[src/rtl/bcc_pkg.sv]
package bcc_pkg;

    localparam int ST_W = 3;

    typedef enum logic [ST_W-1:0] {
        ST_ACK  = 3'b000,
        ST_IORD = 3'b001,
        ST_IOWR = 3'b010,
        ST_HALT = 3'b011,
        ST_CODE = 3'b100,
        ST_MRD  = 3'b101,
        ST_MWR  = 3'b110,
        ST_PASV = 3'b111
    } bus_st_e;

    typedef enum logic [2:0] {
        PH_IDLE,
        PH_T1,
        PH_T2,
        PH_T3,
        PH_T4
    } phase_e;

    typedef struct packed {
        bus_st_e kind;
        logic    lic;
    } cyc_t;

    typedef struct packed {
        logic mrd;
        logic mwr;
        logic mwr_adv;
        logic iord;
        logic iowr;
        logic iowr_adv;
        logic ack;
        logic vec;
        logic ale;
        logic den;
        logic dtr;
    } cmd_t;

    function automatic logic is_mem_read(bus_st_e k);
        return (k == ST_CODE) || (k == ST_MRD);
    endfunction

    function automatic logic is_inbound(bus_st_e k);
        return is_mem_read(k) || (k == ST_IORD) || (k == ST_ACK);
    endfunction

    function automatic logic is_busy(bus_st_e k);
        return (k != ST_HALT) && (k != ST_PASV);
    endfunction

    function automatic logic cmd_phase(phase_e p);
        return (p == PH_T2) || (p == PH_T3);
    endfunction

    function automatic logic dir_phase(phase_e p);
        return (p == PH_T1) || (p == PH_T2) || (p == PH_T3);
    endfunction

endpackage

[src/rtl/bcc_start_detect.sv]
module bcc_start_detect
    import bcc_pkg::*;
(
    input  logic            clk,
    input  logic            rst,
    input  logic [ST_W-1:0] status,
    output logic            start,
    output bus_st_e         code
);
    bus_st_e prev_q;

    assign code  = bus_st_e'(status);
    assign start = (prev_q == ST_PASV) && (code != ST_PASV);

    always_ff @(posedge clk) begin
        if (rst) prev_q <= ST_PASV;
        else     prev_q <= code;
    end
endmodule

[src/rtl/bcc_cycle_fsm.sv]
module bcc_cycle_fsm
    import bcc_pkg::*;
(
    input  logic    clk,
    input  logic    rst,
    input  logic    start,
    input  bus_st_e code,
    input  logic    lic_sel,
    input  logic    ready,
    output phase_e  phase,
    output cyc_t    cyc
);
    phase_e ph_q, ph_d;
    cyc_t   cyc_q;
    logic   accept;

    assign accept = start && ((ph_q == PH_IDLE) || (ph_q == PH_T4));

    always_comb begin
        ph_d = ph_q;
        unique case (ph_q)
            PH_IDLE: if (accept) ph_d = PH_T1;
            PH_T1:   ph_d = (cyc_q.kind == ST_HALT) ? PH_IDLE : PH_T2;
            PH_T2:   ph_d = PH_T3;
            PH_T3:   if (ready) ph_d = PH_T4;
            PH_T4:   ph_d = accept ? PH_T1 : PH_IDLE;
            default: ph_d = PH_IDLE;
        endcase
    end

    always_ff @(posedge clk) begin
        if (rst) begin
            ph_q       <= PH_IDLE;
            cyc_q.kind <= ST_PASV;
            cyc_q.lic  <= 1'b0;
        end else begin
            ph_q <= ph_d;
            if (accept) begin
                cyc_q.kind <= code;
                cyc_q.lic  <= lic_sel;
            end
        end
    end

    assign phase = ph_q;
    assign cyc   = cyc_q;
endmodule

[src/rtl/bcc_cmd_decode.sv]
module bcc_cmd_decode
    import bcc_pkg::*;
#(
    parameter bit LOCAL_IC = 1'b1
) (
    input  logic   clk,
    input  logic   rst,
    input  phase_e phase,
    input  cyc_t   cyc,
    output cmd_t   cmd
);
    logic second_q;
    logic act, late, hush;

    assign act  = cmd_phase(phase) && is_busy(cyc.kind);
    assign late = (phase == PH_T3);
    assign hush = ((cyc.kind == ST_ACK) && LOCAL_IC) ||
                  ((cyc.kind == ST_IORD) && cyc.lic);

    always_ff @(posedge clk) begin
        if (rst) begin
            second_q <= 1'b0;
        end else if (phase == PH_T4 && cyc.kind == ST_ACK) begin
            second_q <= ~second_q;
        end else if (phase == PH_T1 && cyc.kind != ST_ACK && cyc.kind != ST_HALT) begin
            second_q <= 1'b0;
        end
    end

    always_comb begin
        cmd          = '0;
        cmd.mrd      = act && is_mem_read(cyc.kind);
        cmd.mwr_adv  = act && (cyc.kind == ST_MWR);
        cmd.mwr      = act && late && (cyc.kind == ST_MWR);
        cmd.iord     = act && (cyc.kind == ST_IORD);
        cmd.iowr_adv = act && (cyc.kind == ST_IOWR);
        cmd.iowr     = act && late && (cyc.kind == ST_IOWR);
        cmd.ack      = act && (cyc.kind == ST_ACK);
        cmd.vec      = cmd.ack && second_q;
        cmd.ale      = (phase == PH_T1) && is_busy(cyc.kind);
        cmd.den      = act && !hush;
        cmd.dtr      = !(dir_phase(phase) && is_inbound(cyc.kind));
    end
endmodule

[src/rtl/bus_cmd_ctrl.sv]
module bus_cmd_ctrl
    import bcc_pkg::*;
#(
    parameter bit LOCAL_IC = 1'b1
) (
    input  logic            clk,
    input  logic            rst,
    input  logic [ST_W-1:0] status,
    input  logic            ready,
    input  logic            lic_sel,
    output logic            mem_rd,
    output logic            mem_wr,
    output logic            mem_wr_adv,
    output logic            io_rd,
    output logic            io_wr,
    output logic            io_wr_adv,
    output logic            int_ack,
    output logic            int_vec,
    output logic            ale,
    output logic            den,
    output logic            dt_r
);
    logic    start;
    bus_st_e code;
    phase_e  phase;
    cyc_t    cyc;
    cmd_t    cmd;

    bcc_start_detect u_det (
        .clk    (clk),
        .rst    (rst),
        .status (status),
        .start  (start),
        .code   (code)
    );

    bcc_cycle_fsm u_fsm (
        .clk     (clk),
        .rst     (rst),
        .start   (start),
        .code    (code),
        .lic_sel (lic_sel),
        .ready   (ready),
        .phase   (phase),
        .cyc     (cyc)
    );

    bcc_cmd_decode #(.LOCAL_IC(LOCAL_IC)) u_dec (
        .clk   (clk),
        .rst   (rst),
        .phase (phase),
        .cyc   (cyc),
        .cmd   (cmd)
    );

    assign mem_rd     = cmd.mrd;
    assign mem_wr     = cmd.mwr;
    assign mem_wr_adv = cmd.mwr_adv;
    assign io_rd      = cmd.iord;
    assign io_wr      = cmd.iowr;
    assign io_wr_adv  = cmd.iowr_adv;
    assign int_ack    = cmd.ack;
    assign int_vec    = cmd.vec;
    assign ale        = cmd.ale;
    assign den        = cmd.den;
    assign dt_r       = cmd.dtr;
endmodule

[config.mk]
export PLATFORM = sky130hd
export DESIGN_NAME = bus_cmd_ctrl
export DESIGN_NICKNAME = d
export VERILOG_FILES = /design/src/rtl/bcc_pkg.sv /design/src/rtl/bcc_start_detect.sv /design/src/rtl/bcc_cycle_fsm.sv /design/src/rtl/bcc_cmd_decode.sv /design/src/rtl/bus_cmd_ctrl.sv
export SDC_FILE = /design/constraint.sdc
export NUM_CORES = 1
export LEC_CHECK = 0
export BUFFER_PORTS_ARGS = -buffer_cell sky130_fd_sc_hd__buf_2
export CORE_MARGIN = 1.5
export CORE_UTILIZATION = 28
export CTS_CLUSTER_DIAMETER = 40
export CTS_CLUSTER_SIZE = 24
export DETAILED_ROUTE_END_ITERATION = 16
export MAX_ROUTING_LAYER = met4
export RECOVER_POWER = 50
export SYNTH_ARGS = -nofsm -noshare
export SYNTH_HDL_FRONTEND = slang
export SYNTH_SLANG_ARGS = --single-unit
[constraint.sdc]
create_clock -name clk -period 3.3 [get_ports clk]
set_clock_uncertainty 0.1 [all_clocks]
set_input_delay 0.165 -clock clk [delete_from_list [all_inputs] [get_ports clk]]
set_output_delay 0.165 -clock clk [all_outputs]
set_load 0.03 [all_outputs]
==> impl_results.rst, run 1 <==
.. list-table::
   :header-rows: 1

   * - Metric
     - Value
   * - Ys Warns
     - 0
   * - Cell area after synthesis
     - roughly 570 µm²
   * - Most common cell in the synthesized netlist
     - sky130_fd_sc_hd__nor2_1
   * - Clock tree from TritonCTS
     - built
   * - Std-Cell Core Area
     - approximately 1900 µm²
   * - Vert. Die Dim
     - between 40 and 50 µm
   * - Buf+Inv Stages, Crit Path
     - 1
   * - Crit-path most repeated cell
     - sky130_fd_sc_hd__nor2_1
   * - First-pass GRT wire length
     - between 1500 and 2000 µm
   * - Post-Synth Simple-Gate Area
     - 0.4258
   * - Final max-slew violation count
     - 0
   * - Initial antenna violation count
     - 0
   * - Flip-flop and latch count after synthesis
     - 11
   * - Top_reg_cell synth
     - sky130_fd_sc_hd__dfxtp_1
   * - Final worst path period share
     - 0.5157
   * - HPWL reported at the end of detailed placement
     - approximately 920 µm
   * - Share of the synthesized netlist area taken by xor and xnor gates
     - 0
   * - Initial Utilization
     - 0.2951
   * - DRC violation count after routing
     - 0
   * - Final Hold Vio Count
     - 0
   * - Vias after detailed routing
     - 562
   * - Cts-stage hold buffer count
     - 0
   * - Number of DRC markers after the initial detailed-route iteration
     - 3
   * - Top cell type's share of synthesized area
     - 0.3843
   * - Clock transition at the registers of the reported paths
     - 60 ps
   * - CTS root buffer
     - sky130_fd_sc_hd__clkbuf_4
   * - Number of gates resized after cts
     - 0
   * - GRT Util Overall
     - 0.1228
   * - Count of buffers added by post-CTS timing repair for setup
     - 0
   * - Vias/cell
     - roughly 4.8
   * - Critical path class
     - reg2out
   * - Run status
     - finished clean
   * - Cell taking the most area after synthesis
     - sky130_fd_sc_hd__dfxtp_1
   * - Worst EP arrival
     - 1440 ps
   * - Setup TNS after final layout
     - 0 ps
   * - Grt ovf
     - 0
   * - Internal power contribution
     - 0.2093 mW
   * - Fraction of power spent switching nets
     - 0.2900
   * - Startpoint of the worst setup timing path
     - u_fsm.cyc[1]
   * - Top cells by count, synth
     - sky130_fd_sc_hd__nor2_1, sky130_fd_sc_hd__dfxtp_1, sky130_fd_sc_hd__a21oi_1
   * - Net switching power
     - approximately 0.086 mW
   * - Main combinational cell family by area after synthesis
     - simple AND/OR/NAND/NOR gates
   * - IO Count
     - 18
   * - Setup repair after global routing missed its margin
     - false
   * - Mapped Cells
     - between 70 and 80
   * - CTS H-tree depth
     - 1
   * - Worst endpoint required time
     - just over 3000 ps
   * - Kind of path behind the tightest hold check
     - in2reg
   * - Fraction of the mapped netlist area in compound gates
     - 0.1135
   * - Routed wire length per instance
     - ~10 µm
   * - Maximum clock path buffer count
     - 2
   * - Die span in x
     - 48.24 µm
   * - Clock buffers created by TritonCTS
     - 3
   * - Vias in the first global route
     - 447
   * - Net count, final
     - 98
   * - Number of routed nets with antenna violations
     - 0
   * - Nature of the critical path endpoint
     - output port
   * - Total wire length after detailed routing
     - approximately 1200 µm
   * - Final GP Congestion
     - approximately 0.81
   * - Sinks on the clock net
     - 11
   * - Proportion of layout cells with a drive suffix above 1
     - 0.2778
   * - Crit path max-delay family
     - flip-flops
   * - Power density over the cells
     - 431.6 nW/µm²
   * - Post-synth cell types
     - 30
   * - Highest cell delay on the worst timing path
     - 590 ps
   * - Worst-skew pair later-pin latency
     - around 250 ps
   * - Part of the power in combinational logic
     - 0.173
   * - Adder and majority gate portion of the synthesized area
     - 0
   * - Static leakage
     - approximately 0.30 nW
   * - Count of flip-flops with a built-in enable after synthesis
     - 0
   * - Buffers on Ports
     - 17
   * - Cell breakdown of the critical path
     - nand2b_1, a21oi_1, nor2_1, nor2_1, buf_2
   * - Tmin final
     - 1702 ps
   * - Fraction of the yosys area taken by sequential cells
     - 0.3843
   * - Startpoint of the worst hold path
     - status[1]
   * - Std-Cell Rows
     - 16
   * - Async S/R FF share, synth
     - 0
   * - Rel. slew slack
     - 0.7075
   * - CP Launch Type
     - flop
   * - Total of max-cap violations
     - 0
   * - Layout area overhead
     - 19.21%
   * - Share of power burned in the clock network
     - 0.288
   * - Slew of the pin with the lowest slew margin
     - around 440 ps
   * - Crit Path Max Fanout
     - 13
   * - Max stage delay cell, worst path
     - sky130_fd_sc_hd__dfxtp_1
   * - Area of the die
     - 2327 µm²
   * - Mean instance size in the synthesized netlist
     - around 8 µm²
   * - Detailed Routing Iterations Pass 1
     - 4
   * - Top cells by area in the synthesized netlist
     - sky130_fd_sc_hd__dfxtp_1, sky130_fd_sc_hd__nor2_1, sky130_fd_sc_hd__a21oi_1, sky130_fd_sc_hd__nor3_1, sky130_fd_sc_hd__nand2_1
   * - Worst hold slack
     - 23.12 ps
   * - Max rail drop VDD
     - ~0.00022 V
   * - Critical register-to-register path startpoint
     - u_fsm.cyc[1]
   * - Maximum number of pins on one net before global-route repair
     - 14
   * - Fraction of power consumed by sequential logic
     - 0.539
   * - Multiplexer fraction of the synthesized cell area
     - 0.01747
   * - Max frequency
     - between 500 and 600 MHz
   * - Net Count, Synth
     - 80
   * - # diodes
     - 0
   * - Setup violation total in the final timing report
     - 0
==> worst reg2reg max path, stage by stage (launching register included) <==
cell                       delay [ps]
sky130_fd_sc_hd__dfxtp_1          440
sky130_fd_sc_hd__nor4b_2          260
sky130_fd_sc_hd__a31oi_1           60
sky130_fd_sc_hd__o311ai_0         380
sky130_fd_sc_hd__nand2_1           90
==> layer usage <==
layer	global-route usage	vias to the layer above	part of all wire
met2	0.1974	18	0.45
met1	0.1509	252	0.49
met3	0.02222	2	0.051
li1	-	290	-
met4	0.04865	0	0.0066
met5	-	-	0
==> power groups by stage <==
stage               sequential (mW)  combinational [mW]  clock, mW
detailed placement            0.162              0.0530          0
global placement              0.162              0.0521          0
floorplan                     0.152              0.0512          0
CTS                           0.159              0.0537     0.0891
global route                  0.161              0.0576     0.0961
finish                        0.159              0.0511     0.0850
==> path summary, 6_finish.rpt <==
path	slack, ps	end	depth (start not counted)
hold / removal	20	u_det.prev_q[1]	2
setup / recovery	1600	den	5
setup reg to reg	1860	u_dec.second_q	4
hold reg to reg	430	u_fsm.cyc[0]	2
==> per-stage QoR <==
stage	cells	cell area (µm²)	power, mW	worst slack (ps)	utilization
after floorplan	73	573.1	0.2037	1494	-
after global placement	113	665.6	0.2143	1856	0.3428
after detailed placement	113	665.6	0.2155	1855	0.3428
after CTS	117	691.9	0.3022	1583	0.3563
after global routing	117	683.2	0.3149	1443	0.3518
final	117	683.2	0.2948	1598	0.3518
==> sequential cells by signal, indices dropped and copies added (netlist names) <==
register / flops
u_fsm.cyc: 4
u_det.prev_q: 3
u_dec.second_q: 1
u_fsm.phase: 3
==> placed cells by master (no fill, tap or decap), drive strengths merged, types with 2 or more instances in the layout <==
cell type and n:
a21oi 6, nand2 6, nor2b 2, buf 16
nor4 3, nand3 4, dfxtp 11, nor2 14
nor3 4, or2 3, clkbuf 5, inv 2
==> kinds of logic (layout without fill, tap and decap cells) <==
kind of cell           Yosys count  after routing
muxes                            1              1
DFF                             11             11
and+or+nand+nor                 44             44
AOI/OAI and AO/OA               11             11
buffers and inverters            6             23
==> layout make-up <==
| class | instances | area [µm²] |
|---|---|---|
| fillers | 228 | 1259 |
| well taps | 27 | 33.78 |
| flip-flops and latches | 11 | 220.2 |
| multi-input cells | 56 | 311.5 |
| inverters | 2 | 7.507 |
| clock buffers | 4 | 26.28 |
| repair buffers | 17 | 83.83 |
Power figures use the tool's default switching activity.
==> run 2: changes to the inputs <==
--- a/config.mk
+++ b/config.mk
@@ -5,6 +5,7 @@
 export SDC_FILE = /design/constraint.sdc
 export NUM_CORES = 1
 export LEC_CHECK = 0
+export ABC_AREA = 1
 export BUFFER_PORTS_ARGS = -buffer_cell sky130_fd_sc_hd__buf_2
 export CORE_MARGIN = 1.5
 export CORE_UTILIZATION = 28
==> constraint.sdc (replaced) <==
create_clock -name clk -period 1.5 [get_ports clk]
set_clock_uncertainty 0.1 [all_clocks]
set_input_delay 0.075 -clock clk [delete_from_list [all_inputs] [get_ports clk]]
set_output_delay 0.075 -clock clk [all_outputs]
set_load 0.03 [all_outputs]
==> run 2 against run 1 <==
  * Combinational power rose to 7.8 times the previous value
  * Synthesized cell count up 23%
  * Register-to-register slack worse by 1800 ps
  * Sequential cell count unchanged
  * Critical path type unchanged
  * Largest power group unchanged
  * Highest routed layer unchanged
==> impl_results.rst, run 2 <==
.. list-table::
   :header-rows: 1

   * - Metric
     - Value
   * - Maximum number of pins on one net before global-route repair
     - 11
   * - Nature of the critical path endpoint
     - output port
   * - Top cells by area in the synthesized netlist
     - sky130_fd_sc_hd__dfxtp_1, sky130_fd_sc_hd__nand2_1, sky130_fd_sc_hd__inv_1, sky130_fd_sc_hd__nor2_1, sky130_fd_sc_hd__nand3_1
   * - Flip-flop and latch count after synthesis
     - 11
   * - Static leakage
     - ~0.43 nW
   * - Number of routed nets with antenna violations
     - 0
   * - Final max-slew violation count
     - 0
   * - Routed wire length per instance
     - 9.428 µm
   * - Main combinational cell family by area after synthesis
     - simple AND/OR/NAND/NOR gates
   * - Slew of the pin with the lowest slew margin
     - between 400 and 500 ps
   * - Buffers on Ports
     - 17
   * - Worst reg2reg setup slack
     - roughly 100 ps
   * - Net count, final
     - approximately 130
   * - Final worst path period share
     - 0.9402
   * - Max frequency
     - 709.0 MHz
   * - Total of max-cap violations
     - 0
   * - Clock buffers created by TritonCTS
     - 3
   * - Maximum clock path buffer count
     - 2
   * - Top cells by count, synth
     - sky130_fd_sc_hd__nand2_1, sky130_fd_sc_hd__inv_1, sky130_fd_sc_hd__nor2_1
   * - Worst endpoint required time
     - roughly 1300 ps
   * - Count of flip-flops with a built-in enable after synthesis
     - 0
   * - Adder and majority gate portion of the synthesized area
     - 0
   * - Power density over the cells
     - roughly 1200 nW/µm²
   * - Clock transition at the registers of the reported paths
     - about 70 ps
   * - Area of the die
     - between 2000 and 2500 µm²
   * - Most common cell in the synthesized netlist
     - sky130_fd_sc_hd__nand2_1
   * - Top_reg_cell synth
     - sky130_fd_sc_hd__dfxtp_1
   * - Worst-skew pair later-pin latency
     - ~260 ps
   * - Std-Cell Rows
     - 16
   * - Layout area overhead
     - 36.05%
   * - Post-synth cell types
     - 20
   * - Commonest cells after routing, fill and taps aside
     - sky130_fd_sc_hd__nand2_1, sky130_fd_sc_hd__inv_1, sky130_fd_sc_hd__buf_2
   * - HPWL reported at the end of detailed placement
     - around 1000 µm
   * - Sinks on the clock net
     - 11
   * - Vert. Die Dim
     - around 50 µm
   * - Post-Synth Simple-Gate Area
     - 0.4073
   * - Proportion of layout cells with a drive suffix above 1
     - 0.3220
   * - Top cell type's share of synthesized area
     - 0.3585
   * - Critical path class
     - reg2out
   * - Die span in x
     - 49.84 µm
   * - Kind of path behind the tightest hold check
     - in2reg
   * - # diodes
     - 0
   * - Crit Path Max Fanout
     - 9
   * - Initial Utilization
     - 0.3038
   * - First-pass GRT wire length
     - approximately 2200 µm
   * - Vias after detailed routing
     - 650
   * - Grt ovf
     - 0
   * - Number of flip-flops in the largest register
     - 4
   * - Ys Warns
     - 0
   * - Multiplexer fraction of the synthesized cell area
     - 0
   * - Most frequent standard cell in the layout excluding fill and tap cells
     - sky130_fd_sc_hd__nand2_1
   * - Mapped Cells
     - 90
   * - Detailed Routing Iterations Pass 1
     - 4
   * - Tmin final
     - between 1000 and 1500 ps
   * - Rel. slew slack
     - 0.7321
   * - Clock tree from TritonCTS
     - built
   * - Fraction of the yosys area taken by sequential cells
     - 0.3585
   * - Std-Cell Core Area
     - just over 2000 µm²
   * - CTS H-tree depth
     - 1
   * - Max rail drop VDD
     - ~0.00045 V
   * - Final GP Congestion
     - about 0.77
   * - Final Hold Vio Count
     - 0
   * - DRC violation count after routing
     - 0
   * - Setup repair after global routing missed its margin
     - false
   * - Cell taking the most area after synthesis
     - sky130_fd_sc_hd__dfxtp_1
   * - CP Launch Type
     - flop
   * - Async S/R FF share, synth
     - 0
   * - Worst Hold Depth
     - 6
   * - Vias in the first global route
     - between 500 and 600
   * - Share of the synthesized netlist area taken by xor and xnor gates
     - 0
   * - Vias/cell
     - ~4.5
   * - Setup TNS after final layout
     - 0 ps
   * - Fraction of the mapped netlist area in compound gates
     - 0.09369
   * - Power after layout
     - ~1.0 mW
   * - Total wire length after detailed routing
     - 1367 µm
   * - Initial antenna violation count
     - 0
   * - IO Count
     - 18
   * - Number of DRC markers after the initial detailed-route iteration
     - 21
   * - Setup violation total in the final timing report
     - 0
   * - Cells on worst reg2reg path
     - 4
   * - Mean instance size in the synthesized netlist
     - between 6 and 7 µm²
   * - Run status
     - finished clean
   * - CTS root buffer
     - sky130_fd_sc_hd__clkbuf_4
   * - Net Count, Synth
     - 97
   * - GRT Util Overall
     - 0.1243
   * - Cell area after synthesis
     - 614.3 µm²
   * - Worst EP arrival
     - 1240 ps
==> run 2: per-stage QoR <==
| step | utilization | std cells | hold WS [ps] | instance area (µm²) | setup WS [ps] |
|---|---|---|---|---|---|
| floorplan | - | 90 | 47.38 | 625.6 | 55.37 |
| global placement | 0.3626 | 133 | 182.2 | 733.2 | 247.0 |
| detailed placement | 0.3626 | 133 | 184.7 | 733.2 | 257.3 |
| CTS | 0.4066 | 143 | 81.35 | 822.0 | 9.746 |
| global route | 0.4134 | 145 | 91.93 | 835.8 | 6.066 |
| finish | 0.4134 | 145 | 90.55 | 835.8 | 89.63 |
==> run 2: repair_timing <==
item	in CTS	in global routing
endpoints found under the setup margin	2	10
buffers inserted	0	2
gates cloned	0	0
hold endpoints to repair	6	0
gates resized for setup	2	8
hold buffers	6	0
==> run 2: final timing paths <==
| check | startpoint | end |
|---|---|---|
| max reg2reg | u_fsm.phase[2] | u_fsm.phase[2] |
| max | u_fsm.cyc[2] | int_vec |
| min | ready | u_fsm.phase[1] |
| min reg2reg | u_dec.second_q | u_dec.second_q |
==> run 2: layout make-up <==
cell class / instances / area, µm²
flip-flops and latches: 11 / 229.0
inverters: 20 / 75.07
repair buffers: 25 / 162.7
well taps: 27 / 33.78
fillers: 220 / 1186
multi-input cells: 58 / 309.0
clock buffers: 4 / 26.28
==> run 2: worst max-delay path, stage by stage, from the launching register on <==
cell                      delay, ps
sky130_fd_sc_hd__dfxtp_2        380
sky130_fd_sc_hd__nor3_4         230
sky130_fd_sc_hd__inv_2           70
sky130_fd_sc_hd__nor3_2          90
sky130_fd_sc_hd__buf_2          210
==> run 2: cells by family (layout without fill, tap and decap cells) <==
kind of cell / after synthesis / count (layout)
AND/OR/NAND/NOR: 50 / 50
buffers and inverters: 21 / 49
flip-flops: 11 / 11
AO/OA/AOI/OAI: 8 / 8
==> run 2: per-layer routing <==
layer | global-route usage | vias to the layer above | part of all wire
li1 | - | 342 | -
met1 | 0.1445 | 284 | 0.46
met2 | 0.1867 | 22 | 0.47
met3 | 0.04242 | 2 | 0.060
met4 | 0.06944 | 0 | 0.015
met5 | - | - | 0
==> run 2: power by group <==
group / internal (mW) / leakage (nW) / total [mW] / switching (mW)
logic: 0.144 / 0.326 / 0.398 / 0.255
clock network: 0.103 / 0.0150 / 0.197 / 0.0940
registers: 0.354 / 0.0908 / 0.446 / 0.0915
==> run 3: changes to the inputs <==
--- a/config.mk
+++ b/config.mk
@@ -7,12 +7,14 @@
 export LEC_CHECK = 0
 export ABC_AREA = 1
 export BUFFER_PORTS_ARGS = -buffer_cell sky130_fd_sc_hd__buf_2
+export CORE_ASPECT_RATIO = 0.6
 export CORE_MARGIN = 1.5
 export CORE_UTILIZATION = 28
 export CTS_CLUSTER_DIAMETER = 40
 export CTS_CLUSTER_SIZE = 24
 export DETAILED_ROUTE_END_ITERATION = 16
 export MAX_ROUTING_LAYER = met4
+export PLACE_DENSITY = 0.61
 export RECOVER_POWER = 50
 export SYNTH_ARGS = -nofsm -noshare
 export SYNTH_HDL_FRONTEND = slang
==> run 3 against run 2 <==
  * Combinational power is 1% lower
  * Largest power group unchanged
  * Register-to-register slack hardly changed
  * Sequential share of layout area up 0.77 points
  * Highest routed layer unchanged
  * Sequential cell count unchanged
==> impl_results.rst, run 3 (synthesis gave the netlist of run 2 again) <==
.. list-table::
   :header-rows: 1

   * - Metric
     - Value
   * - Run status
     - finished clean
   * - Vias in the first global route
     - between 500 and 600
   * - DRC violation count after routing
     - 0
   * - Nature of the critical path endpoint
     - output port
   * - Net switching power
     - roughly 0.44 mW
   * - Clock tree from TritonCTS
     - built
   * - Crit path max-delay family
     - flip-flops
   * - Most frequent standard cell in the layout excluding fill and tap cells
     - sky130_fd_sc_hd__nand2_1
   * - Critical path class
     - reg2out
   * - Worst EP arrival
     - around 1300 ps
   * - First-pass GRT wire length
     - roughly 2300 µm
   * - Buf+Inv Stages, Crit Path
     - 2
   * - Proportion of layout cells with a drive suffix above 1
     - 0.3162
   * - CTS root buffer
     - sky130_fd_sc_hd__clkbuf_4
   * - Part of the power in combinational logic
     - 0.376
   * - Slew of the pin with the lowest slew margin
     - 357.7 ps
   * - Worst-skew pair later-pin latency
     - around 260 ps
   * - Initial Utilization
     - 0.3147
   * - Routed wire length per instance
     - approximately 9.4 µm
   * - Vert. Die Dim
     - between 30 and 40 µm
   * - Die span in x
     - 63.47 µm
   * - Utilization of the core after routing
     - 0.4301
   * - CP Launch Type
     - flop
   * - Std-Cell Core Area
     - 1952 µm²
   * - Clock buffers created by TritonCTS
     - 3
   * - Net count, final
     - approximately 130
   * - Grt ovf
     - 0
   * - HPWL reported at the end of detailed placement
     - 1058 µm
   * - Static leakage
     - 0.4294 nW
   * - Internal power contribution
     - between 0.6 and 0.7 mW
   * - Tmin final
     - approximately 1400 ps
   * - Maximum number of pins on one net before global-route repair
     - 11
   * - Cell breakdown of the critical path
     - nor3_4, inv_2, nor3_2, buf_2
   * - Buffers on Ports
     - 17
   * - IO Count
     - 18
   * - Total wire length after detailed routing
     - 1361 µm
   * - Detailed Routing Iterations Pass 1
     - 4
   * - Inst Count DP
     - between 100 and 150
   * - Clock transition at the registers of the reported paths
     - approximately 70 ps
   * - Sinks on the clock net
     - 11
   * - Fraction of power consumed by sequential logic
     - 0.435
   * - Total of max-cap violations
     - 0
   * - Fraction of power spent switching nets
     - 0.4168
   * - Maximum clock path buffer count
     - 2
   * - Power after layout
     - roughly 1.0 mW
   * - Layout area overhead
     - 36.66%
   * - Max frequency
     - approximately 700 MHz
   * - Final worst slack
     - slightly above 70 ps
   * - Vias/cell
     - around 4.4
   * - Number of DRC markers after the initial detailed-route iteration
     - 12
   * - # diodes
     - 0
   * - Crit Path Max Fanout
     - 9
   * - Commonest cells after routing, fill and taps aside
     - sky130_fd_sc_hd__nand2_1, sky130_fd_sc_hd__inv_1, sky130_fd_sc_hd__nor2_1, sky130_fd_sc_hd__buf_2, sky130_fd_sc_hd__nand3_1
   * - Highest cell delay on the worst timing path
     - 380 ps
   * - CTS H-tree depth
     - 1
   * - Worst slack at placement
     - between 200 and 250 ps
   * - Max stage delay cell, worst path
     - sky130_fd_sc_hd__dfxtp_4
   * - Area of the die
     - approximately 2500 µm²
   * - GRT Util Overall
     - 0.1277
   * - Worst hold slack
     - 68.68 ps
   * - Final GP Congestion
     - ~0.81
   * - Rel. slew slack
     - 0.7609
   * - Share of power burned in the clock network
     - 0.189
   * - Number of routed nets with antenna violations
     - 0
   * - Power density over the cells
     - between 1000 and 1500 nW/µm²
   * - Initial antenna violation count
     - 0
   * - Max rail drop VDD
     - about 0.00061 V
   * - Worst endpoint required time
     - 1320 ps
   * - Finished Layout Cells
     - 145
   * - Final Hold Vio Count
     - 0
   * - Number of flip-flops in the largest register
     - 4
   * - # fillers
     - 210
   * - Kind of path behind the tightest hold check
     - in2reg
   * - Final max-slew violation count
     - 0
   * - Final worst path period share
     - 0.9530
   * - Setup violation total in the final timing report
     - 0
   * - Vias after detailed routing
     - around 640
   * - Std-Cell Rows
     - 12
## run 3: what timing repair did
action	CTS	global route
gates cloned	0	0
buffers inserted	0	1
hold endpoints to repair	6	0
hold buffers	6	0
resized for setup	7	7
setup endpoints to repair	6	7
## run 3: worst paths after layout
check	start	to	slack (ps)	cells past startpoint
max reg2reg	u_fsm.phase[2]	u_fsm.phase[2]	110	4
min	ready	u_fsm.phase[1]	70	6
min reg2reg	u_dec.second_q	u_dec.second_q	360	2
max	u_fsm.cyc[2]	int_vec	70	4
## run 3: power by group through the flow
stage / Combinational [mW] / Sequential, mW / Clock, mW
2_1_floorplan: 0.345 / 0.409 / 0
3_3_place_gp: 0.390 / 0.436 / 0
3_5_place_dp: 0.393 / 0.440 / 0
4_1_cts: 0.409 / 0.444 / 0.208
5_1_grt: 0.449 / 0.467 / 0.225
6_report: 0.394 / 0.455 / 0.198
## run 3: cell type report
cell class,instances,area (µm²),area share
timing repair buffer,24,161.4,0.1923
clock buffer,4,26.28,0.03130
inverter,20,75.07,0.08942
tap,28,35.03,0.04173
sequential,11,236.5,0.2817
multi-input combinational,58,305.3,0.3636
## run 3: through the flow
stage	TNS [ps]	area [µm²]
floorplan	0	625.6
global placement	0	734.5
detailed placement	0	734.5
CTS	0	832.0
global route	-0.3232	839.6
finish	0	839.6
## run 3: worst reg2reg max path, delay by kind of cell (launching register included)
kind / cells / cell delay, ps
buffers and inverters: 2 / 650
flip-flops: 1 / 410
AND/OR/NAND/NOR: 2 / 120
## run 3: metal layers
metal	wire length, µm	vias up	part of all wire	GRT usage
met3	71	2	0.052	0.04310
met1	747	278	0.55	0.1667
met4	13	0	0.0096	0.03261
met5	0	-	0	-
met2	528	15	0.39	0.1921
li1	-	340	-	-
